**config.mk**
```make
export PLATFORM = sky130hd
export DESIGN_NAME = scl_barrel_top
export DESIGN_NICKNAME = d
export VERILOG_FILES = /design/src/rtl/scl_pkg.sv /design/src/rtl/scl_shift_stage.sv /design/src/rtl/scl_shift_net.sv /design/src/rtl/scl_barrel_top.sv
export SDC_FILE = /design/constraint.sdc
export NUM_CORES = 1
export LEC_CHECK = 0
export BUFFER_PORTS_ARGS = -buffer_cell sky130_fd_sc_hd__buf_2
export CORE_MARGIN = 2
export CORE_UTILIZATION = 55
export CTS_BUF_LIST = sky130_fd_sc_hd__clkbuf_4 sky130_fd_sc_hd__clkbuf_8
export DETAILED_ROUTE_END_ITERATION = 8
export GPL_TIMING_DRIVEN = 0
export PLACE_DENSITY_LB_ADDON = 0.3
export SLEW_MARGIN = 5
export SYNTH_ARGS = -nofsm -noshare
export SYNTH_HDL_FRONTEND = slang
export SYNTH_SLANG_ARGS = --single-unit
```
**constraint.sdc**
```tcl
create_clock -name clk -period 3.55 [get_ports clk]
set_clock_uncertainty 0.05 [all_clocks]
set_input_delay 1.065 -clock clk [delete_from_list [all_inputs] [get_ports clk]]
set_output_delay 1.065 -clock clk [all_outputs]
set_load 0.02 [all_outputs]
```
**src/rtl/scl_pkg.sv**
```systemverilog
package scl_pkg;
  typedef enum logic {
    SCL_LEFT  = 1'b0,
    SCL_RIGHT = 1'b1
  } scl_dir_e;
endpackage

```
**src/rtl/scl_shift_stage.sv**
```systemverilog
module scl_shift_stage #(
  parameter int W = 16,
  parameter int K = 0
) (
  input  logic [W-1:0]        d_in,
  input  logic                en,
  input  scl_pkg::scl_dir_e   dir,
  output logic [W-1:0]        d_out
);
  localparam int D = 1 << K;

  logic [W-1:0] left_v;
  logic [W-1:0] right_v;

  assign left_v  = {d_in[W-1-D:0], {D{1'b0}}};
  assign right_v = {{D{d_in[W-1]}}, d_in[W-1:D]};

  always_comb begin
    if (!en)
      d_out = d_in;
    else if (dir == scl_pkg::SCL_RIGHT)
      d_out = right_v;
    else
      d_out = left_v;
  end
endmodule

```
**src/rtl/scl_shift_net.sv**
```systemverilog
module scl_shift_net #(
  parameter int W  = 16,
  parameter int SW = $clog2(W)
) (
  input  logic [W-1:0]       d_in,
  input  logic [SW-1:0]      amt,
  input  scl_pkg::scl_dir_e  dir,
  output logic [W-1:0]       d_out
);
  logic [W-1:0] lvl [0:SW];

  assign lvl[0] = d_in;

  for (genvar k = 0; k < SW; k++) begin : g_stage
    scl_shift_stage #(
      .W (W),
      .K (k)
    ) stage_i (
      .d_in  (lvl[k]),
      .en    (amt[k]),
      .dir   (dir),
      .d_out (lvl[k+1])
    );
  end

  assign d_out = lvl[SW];

  always_comb begin
    AST_SIGN_KEPT: assert (dir != scl_pkg::SCL_RIGHT || lvl[SW][W-1] == lvl[0][W-1]);
    AST_ZERO_AMT_PASS: assert (amt != '0 || lvl[SW] == lvl[0]);
  end
endmodule

```
**src/rtl/scl_barrel_top.sv**
```systemverilog
module scl_barrel_top #(
  parameter int W  = 16,
  parameter int SW = $clog2(W)
) (
  input  logic          clk,
  input  logic          rst,
  input  logic [W-1:0]  din,
  input  logic [SW-1:0] amt,
  input  logic          dir_right,
  output logic [W-1:0]  dout
);
  scl_pkg::scl_dir_e dir_sel;
  logic [W-1:0]      shifted;

  assign dir_sel = dir_right ? scl_pkg::SCL_RIGHT : scl_pkg::SCL_LEFT;

  scl_shift_net #(
    .W  (W),
    .SW (SW)
  ) net_i (
    .d_in  (din),
    .amt   (amt),
    .dir   (dir_sel),
    .d_out (shifted)
  );

  always_ff @(posedge clk) begin
    if (rst)
      dout <= '0;
    else
      dout <= shifted;
  end

  AST_RESET_CLEAR: assert property (@(posedge clk) rst |=> dout == '0);
  AST_ZERO_SHIFT: assert property (@(posedge clk) disable iff (rst)
    (amt == '0) |=> dout == $past(din));
  AST_LEFT_LSB_ZERO: assert property (@(posedge clk) disable iff (rst)
    (!dir_right && amt != '0) |=> dout[0] == 1'b0);
  AST_LEFT_NO_GAIN: assert property (@(posedge clk) disable iff (rst)
    (!dir_right) |=> $countones(dout) <= $countones($past(din)));
  AST_RIGHT_SIGN: assert property (@(posedge clk) disable iff (rst)
    (dir_right) |=> dout[W-1] == $past(din[W-1]));
endmodule

```
# [Yosys cells after proc, flatten, opt, wreduce, memory -nomap -nowiden]
# Index checks and enable logic that the tools add are counted.
[op_classes] n_mux=9
[op_table] operator="two-way mux 16 bit" n=8
[op_table] operator="two-way mux 1 bit" n=1
[word_totals] register_bits=16 in_bits=23 out_inout_bits=16 elab_cells=10

# [Logic depth before layout (Yosys ltp)]
[logic_depth] depth_word=9 ltp_mapped=7 mapped_depth_nobuf=5

# [Hierarchy]
# From an unflattened synthesis, not the netlist that was laid out.
[unflattened] hier_cells=231 hier_area_um2=1747.9
[by_module_without_submodules] mod="scl_barrel_top" n_inst=1 cells_per_inst=33 area_each_um2=464.2 seq_area_each_um2=320.3
[by_module_without_submodules] mod="scl_shift_stage (net_i.g_stage[0].stage_i)" n_inst=1 cells_per_inst=52 area_each_um2=339.1 seq_area_each_um2=0.0
[by_module_without_submodules] mod="scl_shift_stage (net_i.g_stage[1].stage_i)" n_inst=1 cells_per_inst=52 area_each_um2=334.1 seq_area_each_um2=0.0
[by_module_without_submodules] mod="scl_shift_stage (net_i.g_stage[2].stage_i)" n_inst=1 cells_per_inst=52 area_each_um2=324.1 seq_area_each_um2=0.0
[by_module_without_submodules] mod="scl_shift_stage (net_i.g_stage[3].stage_i)" n_inst=1 cells_per_inst=42 area_each_um2=286.5 seq_area_each_um2=0.0

# [Worst setup path before layout]
# Ideal clock, no wire load.
[synth_path] kind="input-to-reg" startpoint="input port amt[0]" endpoint="register dout[9]" setup_ps=91 arrival_time_ps=2239 required_ps=3409 setup_slack_ps=1170 stages=7 n_path_buf=2 path_cell_list="buf_2 -> buf_2 -> nor2_1 -> a311o_1 -> a21oi_1 -> a21oi_1 -> a311oi_1"
[synth_between] elab_chain_cells=7
[synth_lines] item="from (decl)" line="scl_barrel_top.sv:8" text="input logic [SW-1:0] amt,"
[synth_lines] item="two-way mux 16 bit (*)" line="scl_shift_stage.sv:19" text="if (!en)"
[synth_lines] item="two-way mux 16 bit" line="scl_shift_stage.sv:21" text="else if (dir == scl_pkg::SCL_RIGHT)"
[synth_lines] item="two-way mux 16 bit (*)" line="scl_shift_stage.sv:19"
[synth_lines] item="two-way mux 16 bit" line="scl_shift_stage.sv:21"
[synth_lines] item="two-way mux 16 bit (*)" line="scl_shift_stage.sv:19"
[synth_lines] item="two-way mux 16 bit" line="scl_shift_stage.sv:21"
[synth_lines] item="two-way mux 16 bit (*)" line="scl_shift_stage.sv:19"
[synth_lines] item="to (signal assigned)" line="scl_barrel_top.sv:31" text="dout <= shifted;"
[synth_lines] item="to (decl)" line="scl_barrel_top.sv:10" text="output logic [W-1:0] dout"
# Mark *: on every way between the ends. The rest lies on a longest branch, timed or not.
# A chain may end at the register's enable or synchronous reset.

# [Final worst setup path]
[layout_path] startpoint="input port dir_right" endpoint="register dout[4]"
[layout_between] elab_chain_cells=9
[layout_lines] item="from (decl)" line="scl_barrel_top.sv:9" text="input logic dir_right,"
[layout_lines] item="two-way mux 1 bit (*)" line="scl_barrel_top.sv:15" text="assign dir_sel = dir_right ? scl_pkg::SCL_RIGHT : scl_pkg::SCL_LEFT;"
[layout_lines] item="two-way mux 16 bit" line="scl_shift_stage.sv:21"
[layout_lines] item="two-way mux 16 bit" line="scl_shift_stage.sv:19"
[layout_lines] item="two-way mux 16 bit" line="scl_shift_stage.sv:21"
[layout_lines] item="two-way mux 16 bit" line="scl_shift_stage.sv:19"
[layout_lines] item="two-way mux 16 bit" line="scl_shift_stage.sv:21"
[layout_lines] item="two-way mux 16 bit" line="scl_shift_stage.sv:19"
[layout_lines] item="two-way mux 16 bit" line="scl_shift_stage.sv:21"
[layout_lines] item="two-way mux 16 bit (*)" line="scl_shift_stage.sv:19"
# Marked as above.

==> impl_results.html <==
<table>
<tr><th>Metric</th><th>Value</th></tr>
<tr><th colspan="2">Status</th></tr>
<tr><td>Result of the run</td><td>completed</td></tr>
<tr><th colspan="2">Routing</th></tr>
<tr><td>Via count</td><td>~2200</td></tr>
<tr><td>Initial DRC Count</td><td>~250</td></tr>
<tr><td>First-pass iteration count of the detailed router</td><td>5</td></tr>
<tr><td>Wire length after detailed routing</td><td>5.526 mm</td></tr>
<tr><td>Vias per Instance</td><td>roughly 7</td></tr>
<tr><td>Count of antenna-violating nets left after detailed routing</td><td>0</td></tr>
<tr><td>Drt wl/cell</td><td>roughly 18 um</td></tr>
<tr><td>Drc violations</td><td>0</td></tr>
<tr><th colspan="2">Synth</th></tr>
<tr><td>Largest family of logic cells by synthesized area</td><td>compound AO/OA/AOI/OAI gates</td></tr>
<tr><td>Synthesized-area fraction occupied by xor and xnor cells</td><td>0%</td></tr>
<tr><td>Main area contributors after synthesis</td><td>dfxtp_1, mux2i_1, a21oi_1, nand2_1, nand2b_1</td></tr>
<tr><td>Share of Yosys cell area claimed by the top area cell type</td><td>18.63%</td></tr>
<tr><td>Share of synthesized cell area in full adder, half adder and majority cells</td><td>0%</td></tr>
<tr><td>Proportion of register bits with asynchronous set or reset after synthesis</td><td>0%</td></tr>
<tr><td>FF+latch count, synth</td><td>16</td></tr>
<tr><td>Mean cell area of the mapped netlist</td><td>7.223 sq um</td></tr>
<tr><td>Post-synth EDFFs</td><td>0</td></tr>
<tr><td>Post-Synthesis Cells</td><td>roughly 240</td></tr>
<tr><td>Biggest area consumer among synthesized cells</td><td>dfxtp_1</td></tr>
<tr><td>Complex-gate fraction of the synthesized area</td><td>approximately 39%</td></tr>
<tr><td>Synth warnings</td><td>0</td></tr>
<tr><td>Most frequently used flop master after synthesis</td><td>dfxtp_1</td></tr>
<tr><td>Sequential cell area fraction in the yosys report</td><td>about a fifth</td></tr>
<tr><td>Post-synth cell types</td><td>48</td></tr>
<tr><td>Post-synth net total</td><td>between 200 and 300</td></tr>
<tr><td>Mux cell area share after synthesis</td><td>between 10% and 20%</td></tr>
<tr><td>Area share of and/or/nand/nor cells after synthesis</td><td>roughly a fifth</td></tr>
<tr><td>Total standard cell area after synthesis</td><td>between 1500 and 2000 sq um</td></tr>
<tr><th colspan="2">Cells and area</th></tr>
<tr><td>Number of nets in the layout</td><td>roughly 300</td></tr>
<tr><td>Diode count</td><td>0</td></tr>
<tr><td>Final cell count without fillers</td><td>~310</td></tr>
<tr><td>Registers with the most flip-flops</td><td>dout (16)</td></tr>
<tr><td>Commonest non-fill, non-tap cell in the layout</td><td>buf_2</td></tr>
<tr><td>Number of flip-flops in the largest register</td><td>16</td></tr>
<tr><td>Most frequent cells in the layout</td><td>buf_2, a21oi_1, nand2_1</td></tr>
<tr><td>Synth-to-layout area growth</td><td>15.28%</td></tr>
<tr><td>Post-route cell area</td><td>about 2000 sq um</td></tr>
<tr><td>Share of post-route cells with drive strength above 1</td><td>between 20% and 30%</td></tr>
<tr><td>Register with the most flip-flops</td><td>dout</td></tr>
<tr><th colspan="2">Place</th></tr>
<tr><td>IO buf count</td><td>37</td></tr>
<tr><td>Final HPWL DP</td><td>roughly 4.2 mm</td></tr>
<tr><td>Placed cell count</td><td>308</td></tr>
<tr><td>Routability Congestion</td><td>0.9676</td></tr>
<tr><td>Cell area reported after detailed placement</td><td>about 1900 sq um</td></tr>
<tr><th colspan="2">Power</th></tr>
<tr><td>Total power</td><td>between 500 and 600 uW</td></tr>
<tr><td>Maximum vdd ir drop</td><td>between 0.0002 and 0.0003 V</td></tr>
<tr><td>Leakage Power</td><td>around 0.00087 uW</td></tr>
<tr><td>Power density over the cells</td><td>~290 nW/um^2</td></tr>
<tr><th colspan="2">Global route</th></tr>
<tr><td>Maximum number of pins on one net before global-route repair</td><td>11</td></tr>
<tr><td>Initial antenna violation count</td><td>0</td></tr>
<tr><td>Remaining Overflow, GRT</td><td>0</td></tr>
<tr><td>Global-route wire length before repair</td><td>9.197 mm</td></tr>
<tr><td>Number of global-route vias before repair</td><td>roughly 1900</td></tr>
<tr><td>Global-route usage over all layers</td><td>33.27%</td></tr>
<tr><th colspan="2">Floorplan</th></tr>
<tr><td>Area of the die</td><td>around 3600 sq um</td></tr>
<tr><td>Chip height</td><td>around 60 um</td></tr>
<tr><td>DIE WIDTH</td><td>59.91 um</td></tr>
<tr><td>Ports placed on the boundary</td><td>39</td></tr>
<tr><td>Row count</td><td>20</td></tr>
<tr><td>Core region area</td><td>3003 sq um</td></tr>
<tr><td>Effective utilization at floorplan</td><td>a little under three fifths</td></tr>
<tr><th colspan="2">Timing</th></tr>
<tr><td>Count of endpoints failing setup in the final report</td><td>0</td></tr>
<tr><td>Max_slew headroom</td><td>58.59%</td></tr>
<tr><td>Final-report hold violation count</td><td>0</td></tr>
<tr><td>Minimum clock period</td><td>roughly 2600 ps</td></tr>
<tr><td>RSZ-0062 raised after global routing</td><td>false</td></tr>
<tr><td>Post-route setup TNS</td><td>0 ps</td></tr>
<tr><td>Peak clock frequency supported by timing</td><td>between 300 and 400 MHz</td></tr>
<tr><td>Fin crit share</td><td>between 70% and 80%</td></tr>
<tr><td>Tightest Pin Transition</td><td>615.5 ps</td></tr>
<tr><td>Count of final max-slew check failures</td><td>0</td></tr>
<tr><th colspan="2">Critical path</th></tr>
<tr><td>Startpoint-to-endpoint class of the critical path</td><td>in2reg</td></tr>
<tr><td>Startpoint class of the critical path</td><td>input port</td></tr>
<tr><td>Cell at the slowest stage of the critical path</td><td>clkbuf_1</td></tr>
<tr><td>Data arrival time of the worst path</td><td>2700 ps</td></tr>
<tr><td>Cells along the critical path</td><td>buf_2 &gt; buf_4 &gt; buf_2 &gt; clkbuf_1 &gt; nand3_1 &gt; o22ai_1</td></tr>
<tr><td>Worst Path Required</td><td>approximately 3700 ps</td></tr>
<tr><td>Kind of end point of the critical path</td><td>register</td></tr>
<tr><td>Worst-path maximum fanout</td><td>10</td></tr>
<tr><td>Maximum single-stage delay on the critical path</td><td>between 300 and 400 ps</td></tr>
<tr><td>Most frequent cell on the critical path</td><td>buf_2</td></tr>
<tr><th colspan="2">Clock network</th></tr>
<tr><td>Post-CTS repair timing setup buffer count</td><td>0</td></tr>
<tr><td>Clk buf depth</td><td>2</td></tr>
<tr><td>Number of cells upsized or downsized after cts</td><td>0</td></tr>
<tr><td>Number of sinks on the clock net</td><td>16</td></tr>
<tr><td>Depth of the CTS H-tree</td><td>1</td></tr>
<tr><td>Clock tree from TritonCTS</td><td>yes</td></tr>
<tr><td>CTS Buf Count</td><td>3</td></tr>
<tr><td>Root buffer selected by CTS</td><td>clkbuf_4</td></tr>
<tr><td>Hold bufs inserted after CTS</td><td>0</td></tr>
<tr><td>Clock Pin Slew Worst Setup and Hold Paths</td><td>90 ps</td></tr>
<tr><th colspan="2">Min path</th></tr>
<tr><td>Worst Hold Launch</td><td>rst</td></tr>
<tr><td>Worst-case hold path end point</td><td>dout[13]</td></tr>
<tr><td>Worst hold path stage count</td><td>4</td></tr>
<tr><td>Class of the tightest hold or removal check</td><td>in2reg</td></tr>
<tr><th colspan="2">Flow run</th></tr>
<tr><td>Number of maximum-capacitance violations</td><td>0</td></tr>
</table>
[logic make-up (layout without fill, tap and decap cells)]
| kind of cell | count (synthesis) | after routing |
|---|---|---|
| flops | 16 | 16 |
| mux | 21 | 21 |
| buf+inv | 27 | 68 |
| compound gates | 98 | 98 |
| simple gates | 76 | 76 |
[critical path, delay by kind of cell]
family / cells / cell delay [ps]
AND/OR/NAND/NOR: 1 / 370
buffers and inverters: 4 / 940
AO/OA/AOI/OAI: 1 / 310
[cell usage after synthesis (all sizes together), types with 2 or more instances]
cell      n
and2      2
o22ai     4
o21ai    13
mux2i    17
nor3      6
a221oi    3
nand2    23
inv       9
dfxtp    16
mux4      2
a211oi   11
o221ai    6
a21o      2
a311o     2
clkbuf    8
a22oi     2
o22a      2
nor2     21
a21oi    29
mux2      2
a311oi    5
nand3     5
a21boi    3
nor2b     3
a2bb2oi   2
o2111ai   2
nand2b   12
o32ai     2
a211o     2
a31oi     3
buf      10
[power breakdown]
group          internal (uW)  switching [uW]  leakage (uW)  total [uW]
Sequential               194            2.84      0.000133         197
Combinational           92.8             159      0.000720         252
Clock                   62.5            56.0     0.0000210         119
Total                    349             218      0.000874         567
[per-stage QoR]
step / utilization [%] / worst slack (ps) / hold WS, ps
CTS: 66.00 / 1063 / 1101
global route: 66.00 / 856.6 / 1140
finish: 66.00 / 999.5 / 1109
detailed placement: 64.79 / 759.1 / 1408
floorplan: - / 1170 / 1197
global placement: 64.79 / 765.7 / 1407
[layer usage]
layer	GRT usage [%]	vias to the layer above	share of wire, %
met2	49.84	165	44
met3	8.442	20	11
li1	-	986	-
met4	8.889	0	2.5
met1	47.12	983	42
met5	0	-	0
[cell type report]
type                    instances  area [sq um]
multi-input cells             195          1274
fillers                       296          1021
flip-flops and latches         16         320.3
repair buffers                 37         185.2
plain buffers                  18         91.34
well taps                      33         41.29
clock buffers                   4         36.28
inverters                       9         33.78
[worst max-delay path by stage]
stage / slack [ps] / to / depth (start not counted) / startpoint
floorplan: 1170 / dout[9] / 7 / amt[0]
global placement: 770 / dout[8] / 7 / dir_right
detailed placement: 760 / dout[4] / 6 / dir_right
CTS: 1060 / dout[4] / 6 / dir_right
global route: 860 / dout[4] / 6 / dir_right
finish: 1000 / dout[4] / 6 / dir_right
Power figures use the tool's default switching activity.
